### config.mk
export PLATFORM = sky130hd
export DESIGN_NAME = ldst_aligner
export DESIGN_NICKNAME = d
export VERILOG_FILES = /design/src/rtl/ldst_align_pkg.sv /design/src/rtl/lda_load_sel.sv /design/src/rtl/lda_store_rep.sv /design/src/rtl/ldst_aligner.sv
export SDC_FILE = /design/constraint.sdc
export NUM_CORES = 1
export LEC_CHECK = 0
export ABC_AREA = 0
export CAP_MARGIN = 20
export CELL_PAD_IN_SITES_DETAIL_PLACEMENT = 1
export CELL_PAD_IN_SITES_GLOBAL_PLACEMENT = 1
export CORE_ASPECT_RATIO = 1.75
export CORE_MARGIN = 3
export CORE_UTILIZATION = 30
export DETAILED_ROUTE_END_ITERATION = 8
export HOLD_SLACK_MARGIN = 0.05
export PLACE_DENSITY_LB_ADDON = 0.1
export SYNTH_ARGS = -nofsm -noshare
export SYNTH_HDL_FRONTEND = slang
export SYNTH_SLANG_ARGS = --single-unit
### constraint.sdc
create_clock -name clk -period 4.8 [get_ports clk]
set_clock_uncertainty 0.05 [all_clocks]
set_input_delay 0.72 -clock clk [delete_from_list [all_inputs] [get_ports clk]]
set_output_delay 0.72 -clock clk [all_outputs]
set_load 0.01 [all_outputs]
### src/rtl/ldst_align_pkg.sv
package ldst_align_pkg;

    typedef enum logic [1:0] {
        SZ_NONE = 2'd0,
        SZ_WORD = 2'd1,
        SZ_HALF = 2'd2,
        SZ_BYTE = 2'd3
    } acc_size_e;

    typedef struct packed {
        acc_size_e size;
        logic      zext;
    } rd_req_t;

    // Bit 2 is the zero-extend flag over a size field; unsigned word and code 4 are not loads.
    function automatic rd_req_t decode_rd(input logic [2:0] code);
        rd_req_t r;
        r.size = acc_size_e'(code[1:0]);
        r.zext = code[2];
        if (code == 3'd4 || code == 3'd5) begin
            r.size = SZ_NONE;
            r.zext = 1'b0;
        end
        return r;
    endfunction

    function automatic acc_size_e decode_wr(input logic [1:0] code);
        return acc_size_e'(code);
    endfunction

    // Misalignment from the two lowest address bits.
    function automatic logic is_misaligned(input acc_size_e sz, input logic [1:0] lo);
        case (sz)
            SZ_HALF: return lo[0];
            SZ_WORD: return |lo;
            default: return 1'b0;
        endcase
    endfunction

endpackage

### src/rtl/lda_load_sel.sv
module lda_load_sel
    import ldst_align_pkg::*;
#(
    parameter int unsigned DATA_W = 32
) (
    input  rd_req_t                        req,
    input  logic [$clog2(DATA_W/8)-1:0]    addr,
    input  logic [DATA_W-1:0]              rdata,
    output logic [DATA_W-1:0]              result
);
    localparam int unsigned LANES  = DATA_W / 8;
    localparam int unsigned HALVES = LANES / 2;
    localparam int unsigned AW     = $clog2(LANES);

    logic [7:0]  lane [LANES];
    logic [15:0] half [HALVES];

    // Big-endian: offset 0 is the most significant lane.
    for (genvar g = 0; g < LANES; g++) begin : g_lane
        assign lane[g] = rdata[DATA_W-1-8*g -: 8];
    end
    for (genvar g = 0; g < HALVES; g++) begin : g_half
        assign half[g] = rdata[DATA_W-1-16*g -: 16];
    end

    logic [7:0]  sel_b;
    logic [15:0] sel_h;

    always_comb begin
        sel_b  = lane[addr];
        sel_h  = half[addr[AW-1:1]];
        result = '0;
        case (req.size)
            SZ_BYTE: result = req.zext ? {{(DATA_W-8){1'b0}}, sel_b}
                                       : {{(DATA_W-8){sel_b[7]}}, sel_b};
            SZ_HALF: result = req.zext ? {{(DATA_W-16){1'b0}}, sel_h}
                                       : {{(DATA_W-16){sel_h[15]}}, sel_h};
            SZ_WORD: result = rdata;
            default: result = '0;
        endcase
    end
endmodule

### src/rtl/lda_store_rep.sv
module lda_store_rep
    import ldst_align_pkg::*;
#(
    parameter int unsigned DATA_W = 32
) (
    input  acc_size_e                      size,
    input  logic [$clog2(DATA_W/8)-1:0]    addr,
    input  logic [DATA_W-1:0]              sdata,
    input  logic                           suppress,
    output logic [DATA_W-1:0]              wdata,
    output logic [DATA_W/8-1:0]            be
);
    localparam int unsigned LANES  = DATA_W / 8;
    localparam int unsigned HALVES = LANES / 2;
    localparam int unsigned AW     = $clog2(LANES);

    always_comb begin
        case (size)
            SZ_BYTE: wdata = {LANES{sdata[7:0]}};
            SZ_HALF: wdata = {HALVES{sdata[15:0]}};
            SZ_WORD: wdata = sdata;
            default: wdata = '0;
        endcase
    end

    // Enable bit g covers bits 8g+7:8g, which is big-endian offset LANES-1-g.
    for (genvar g = 0; g < LANES; g++) begin : g_be
        localparam int unsigned OFF = LANES - 1 - g;
        logic hit;
        always_comb begin
            case (size)
                SZ_BYTE: hit = (addr == AW'(OFF));
                SZ_HALF: hit = (addr[AW-1:1] == (AW-1)'(OFF / 2));
                SZ_WORD: hit = 1'b1;
                default: hit = 1'b0;
            endcase
        end
        assign be[g] = hit & ~suppress;
    end
endmodule

### src/rtl/ldst_aligner.sv
module ldst_aligner
    import ldst_align_pkg::*;
#(
    parameter int unsigned DATA_W = 32
) (
    input  logic                 clk,
    input  logic                 rst,
    input  logic [2:0]           rd_code,
    input  logic [1:0]           wr_code,
    input  logic [1:0]           addr_lo,
    input  logic [DATA_W-1:0]    mem_rdata,
    input  logic [DATA_W-1:0]    st_data,
    output logic [DATA_W-1:0]    ld_result,
    output logic [DATA_W-1:0]    wr_data,
    output logic [DATA_W/8-1:0]  byte_en,
    output logic                 misalign
);
    localparam int unsigned LANES = DATA_W / 8;

    rd_req_t               rreq;
    acc_size_e             wsize;
    logic                  mis_c;
    logic [DATA_W-1:0]     ld_c;
    logic [DATA_W-1:0]     wd_c;
    logic [LANES-1:0]      be_c;

    always_comb begin
        rreq  = decode_rd(rd_code);
        wsize = decode_wr(wr_code);
        mis_c = is_misaligned(rreq.size, addr_lo) | is_misaligned(wsize, addr_lo);
    end

    lda_load_sel #(.DATA_W(DATA_W)) u_load (
        .req    (rreq),
        .addr   (addr_lo),
        .rdata  (mem_rdata),
        .result (ld_c)
    );

    lda_store_rep #(.DATA_W(DATA_W)) u_store (
        .size     (wsize),
        .addr     (addr_lo),
        .sdata    (st_data),
        .suppress (mis_c),
        .wdata    (wd_c),
        .be       (be_c)
    );

    always_ff @(posedge clk) begin
        if (rst) begin
            ld_result <= '0;
            wr_data   <= '0;
            byte_en   <= '0;
            misalign  <= 1'b0;
        end else begin
            ld_result <= ld_c;
            wr_data   <= wd_c;
            byte_en   <= be_c;
            misalign  <= mis_c;
        end
    end
endmodule

Word level (Yosys, flattened, before mapping)
Index checks and enable logic that the tools add are counted.
{ "word_totals": {"regBits": 69, "inputBits": 73, "out_inout_bits": 69, "wordCells": 46} }
{ "op_classes": {"n_lt_le_gt_ge": 2, "n_eq_ne": 11, "n_mux": 17, "bitwise": 9, "n_reduce_logical": 3} }
{ "ops": {"columns": ["operator", "count"], "rows": [
  ["$pmux 32 s3", 2],
  ["$mux 32", 2],
  ["$mux 16", 3],
  ["$bmux 8 s2", 1],
  ["$mux 8", 2],
  ["$eq 2x2->1 const B", 6],
  ["$pmux 1 s3", 4],
  ["$eq 2x1->1 const B", 3],
  ["$eq 3x3->1 const B", 2],
  ["$and 1x1->1", 4],
  ["$pmux 1 s2", 2],
  ["$ge 3x3->1 const B", 1],
  ["$mux 3", 1],
  ["$not 2->3", 1],
  ["$ge 2x2->1 const B", 1],
  ["$logic_not 2->1", 1],
  ["$not 1->1", 2],
  ["$not 1->2", 1],
  ["$reduce_or 2->1", 1],
  ["$logic_or 1x1->1", 1],
  ["$or 1x1->1", 1]
]} }

Depth between registers and ports, before layout
{ "depth": {"ltp_word": 8, "depth_mapped": 9, "mapped_depth_nobuf": 8} }

Modules after synthesis
A second synthesis with hierarchy kept.
{ "hier_totals": {"cells_unflattened": 370, "hier_area_um2": 3271.9} }
{ "by_module_without_submodules": {"columns": ["module", "n_inst", "cells_per_inst", "area_per_inst_um2", "seq_area_each_um2"], "rows": [
  ["ldst_aligner", 1, 160, 1944.4, 1381.3],
  ["lda_load_sel", 1, 127, 842.1, 0.0],
  ["lda_store_rep", 1, 83, 485.5, 0.0]
]} }

Worst setup path before layout
No wires, ideal clock.
{ "synth_timing": {"kind": "input to register", "from": "in rd_code[1]", "to": "reg ld_result[22]", "setup_ps": 57, "t_arrival_ps": 2304, "t_required_ps": 4693, "path_slack_ps": 2389, "stages": 9, "n_path_buf": 2, "path_cell_list": "inv_1 -> a21boi_0 -> inv_1 -> ha_1 -> or2_2 -> buf_6 -> nor2_1 -> buf_2 -> a21o_1"} }
{ "synth_via": {"elab_chain_cells": 5, "elab_cells_between_ends": 10, "classes_between": "eq/ne (5); mux (4); reduce/logical (1)"} }
{ "synth_rtl": {"columns": ["element", "line_no", "rtl"], "rows": [
  ["start: declaration", "ldst_aligner.sv:8", "input logic [2:0] rd_code,"],
  ["$eq 3x3->1", "ldst_align_pkg.sv:20", "if (code == 3'd4 || code == 3'd5) begin"],
  ["$logic_or 1x1->1", "ldst_align_pkg.sv:20", null],
  ["$mux 3 *", "ldst_align_pkg.sv:20", null],
  ["$eq 2x1->1, or another cell as far along", "lda_load_sel.sv:33", "case (req.size)"],
  ["$pmux 32 s3 *", "lda_load_sel.sv:33", null],
  ["end signal: assignment", "ldst_aligner.sv:56", "ld_result <= ld_c;"],
  ["end: declaration", "ldst_aligner.sv:13", "output logic [DATA_W-1:0] ld_result,"]
]} }
Mark *: on every way between the ends. The rest lies on a longest branch, timed or not.
A chain may end at the register's enable or synchronous reset.

Worst setup path after layout
{ "layout_timing": {"from": "in rd_code[1]", "to": "reg ld_result[25]"} }
Same word-level chain as after synthesis.

==> impl_metrics.toml <==
[global_route]
grt_pass1_vias = 2672
antenna_found_initial = 0
grt.overflow.total = 0
gr-usage-all-layers = 0.181
grt_pass1_wl_mm = 14.0
grt_max_degree = 24

[synth]
syn-instance-count = 257
synthDistinctLibCells = 28
ys_top_cells_by_area = "dfxtp_1 52%, mux2_2 6.4%, a21oi_1 5.7%"
synth_top_area_share = 0.522
synth_ff_type = "dfxtp_1"
synth_edf_count = 0
synth-async-reset-ratio = 0
yosysSeqAreaShare = 0.522
yosys_warnings = 0
synth_nets = 338
syn-cell-area_um2 = 2650
ys_ff_latch = 69
synth_area_leader_cell = "dfxtp_1"
synth_area_per_cell_um2 = 10.3

[place]
dp.cells = 498
port_buffers = 141
place_hpwl_mm = 6.89
gp_congestion = 0.765

[worst_setup_path]
worstPathArrival_ns = 3.64
critPathCaptureType = "register"
crit_fanout = 16
critPathRequiredTime_ns = 5.02
crit_start = "rd_code[1]"
crit_path_start_kind = "primary input"
critPathKind = "in2reg"

[sta]
setup_tns_ns = 0
setup_viol = 0
timing.slew.headroom = 0.467
slew_viol_final = 0
finalCriticalPeriod_ns = 3.42
hold_violations = 0
fmax_ghz = 0.293
period_share = 0.712
worstMarginPinSlew_ns = 0.800
rsz0062_at_grt = "false"

[pwr]
power.total_mw = 1.51
power_density_nw_per_um2 = 342
p_comb_frac = 0.170
ir_drop_mv = 0.183
clkPwrFrac = 0.424
p_leak_nw = 1.82
switchingPower_mw = 0.360
pwr-share-seq = 0.406
swShare = 0.238
intPower_mw = 1.15

[floorplan]
die_h_um = 130
initial_core_util = 0.314
die_x_um = 77.0
coreArea_um2 = 8420
placementRows = 44
dieArea_um2 = 10000
pin_count = 142

[min_path]
hp-class = "in2reg"
holdPathStages = 3
min_from = "st_data[24]"
min_to = "wr_data[24]$_SDFF_PP0_"

[clock_tree]
post_cts_resized = 0
cts.sinks = 69
numCtsBuffers = 9
clockBufferDepth = 2
cts_setup_buffers = 0
h-tree-depth = 3
cts_root_buf = "clkbuf_16"
tritoncts = "done"
clk_pin_slew_worst_paths_ns = 0.05
cts_hold_buf = 0

[detailed_routing]
routed_via_density = 4.83
ant_nets = 0
drt-pass1-iter-count = 5
vias = 2484
routed_wl_mm = 8.89
drc_errors = 0
avgRoutedWirePerCell_um = 17.3
first_iter_violations = 109

[final_layout]
syn2layout_area_growth_pct = 67.1
multi_input_area_um2 = 1140
fillers = 954
layout.nets = 475
drive_above_1_share = 0.0952
final_cells = 514
diodes = 0
register_area_um2 = 1380

[outcome]
outcome = "finished, final reports clean"

[job]
max_cap_violations = 0
==> through the flow <==
step / instance area [um2] / hold WS (ns) / utilization / setup slack (ns)
after detailed placement: 4130 / 1.25 / 0.490 / 1.06
after floorplan: 2650 / 0.742 / - / 2.39
after global placement: 4130 / 1.24 / 0.490 / 1.24
after global routing: 4420 / 0.920 / 0.525 / 1.07
final: 4420 / 0.910 / 0.525 / 1.38
after CTS: 4420 / 0.898 / 0.525 / 1.40
==> layout make-up <==
type	instances	area share
flip-flops and latches	69	0.312
well taps	115	0.0325
repair buffers	144	0.324
clock buffers	10	0.0518
clock inverters	6	0.0144
multi-input cells	161	0.257
inverters	9	0.00764
==> power groups by stage <==
stage               combinational (mW)  clock, mW  sequential [mW]
floorplan                       0.0864          0            0.644
global placement                 0.257          0            0.627
detailed placement               0.261          0            0.627
CTS                              0.262      0.659            0.615
global route                     0.279      0.691            0.618
finish                           0.258      0.643            0.614
==> how the worst max path moves through the flow <==
stage                               endpoint  slack (ns)  cells after the start
floorplan           ld_result[22]$_SDFF_PP0_        2.39                      9
global placement    ld_result[23]$_SDFF_PP0_        1.24                      8
detailed placement  ld_result[17]$_SDFF_PP0_        1.06                      8
CTS                 ld_result[20]$_SDFF_PP0_        1.40                      8
global route        ld_result[20]$_SDFF_PP0_        1.07                      8
finish              ld_result[25]$_SDFF_PP0_        1.38                      8
==> placed cells by master (no fill, tap or decap) <==
cell             Yosys  routed
a22oi_1             16      16
or2_2                2       2
clkinvlp_4           0       2
clkinv_2             0       2
a32oi_1              1       1
inv_1                9       9
buf_4                0       3
nand2_1             19      19
a21boi_0             2       2
nor3_1               3       3
o21ai_0              1       1
ha_1                 8       8
clkbuf_16            0       9
clkbuf_1            12       1
bufinv_16            0       1
o21ai_2              1       1
o22ai_1              1       1
nor2_1              13      13
nor3b_1              1       1
mux2_4               1       1
mux2_2              15      15
a221oi_4             1       1
clkdlybuf4s50_1      0     141
a31oi_1              1       1
a21o_1              18      18
a22o_1               9       9
nand3_1              1       1
a222oi_1             7       7
nor2b_1              2       2
a21oi_1             30      30
and2_1               8       8
clkinv_4             0       1
dfxtp_1             69      69
==> registers in the layout, indices dropped and copies added (netlist names) <==
signal / count
ld_result: 32
wr_data: 32
byte_en: 4
misalign: 1
==> synth_stat cells, drive strengths merged, types with 7 or more instances <==
master,instances
a21oi,30
a21o,18
nor2,13
a22oi,16
mux2,16
dfxtp,69
nand2,19
inv,9
a222oi,7
a22o,9
and2,8
ha,8
clkbuf,12
==> critical path, stage by stage <==
cell and delay, ns:
clkdlybuf4s50_1 0.61, inv_1 0.12, a21boi_0 0.35, ha_1 0.27, nor2b_1 0.58, o21ai_2 0.13
a221oi_4 0.71, a21o_1 0.14
==> layer usage <==
metal | vias up | share of wire | global-route usage
met4 | 0 | 0.019 | 0.0702
met2 | 96 | 0.58 | 0.367
li1 | 1191 | - | -
met5 | - | 0 | 0
met3 | 14 | 0.063 | 0.0497
met1 | 1183 | 0.34 | 0.169
==> logic make-up after synthesis <==
logic type                 count (synthesis)  synth area share
adders and majority gates                  8            0.0378
buffers and inverters                     27            0.0482
AOI/OAI and AO/OA                         88             0.238
and+or+nand+nor                           49            0.0842
DFF                                       69             0.522
muxes                                     16            0.0695
Power figures use the tool's default switching activity.
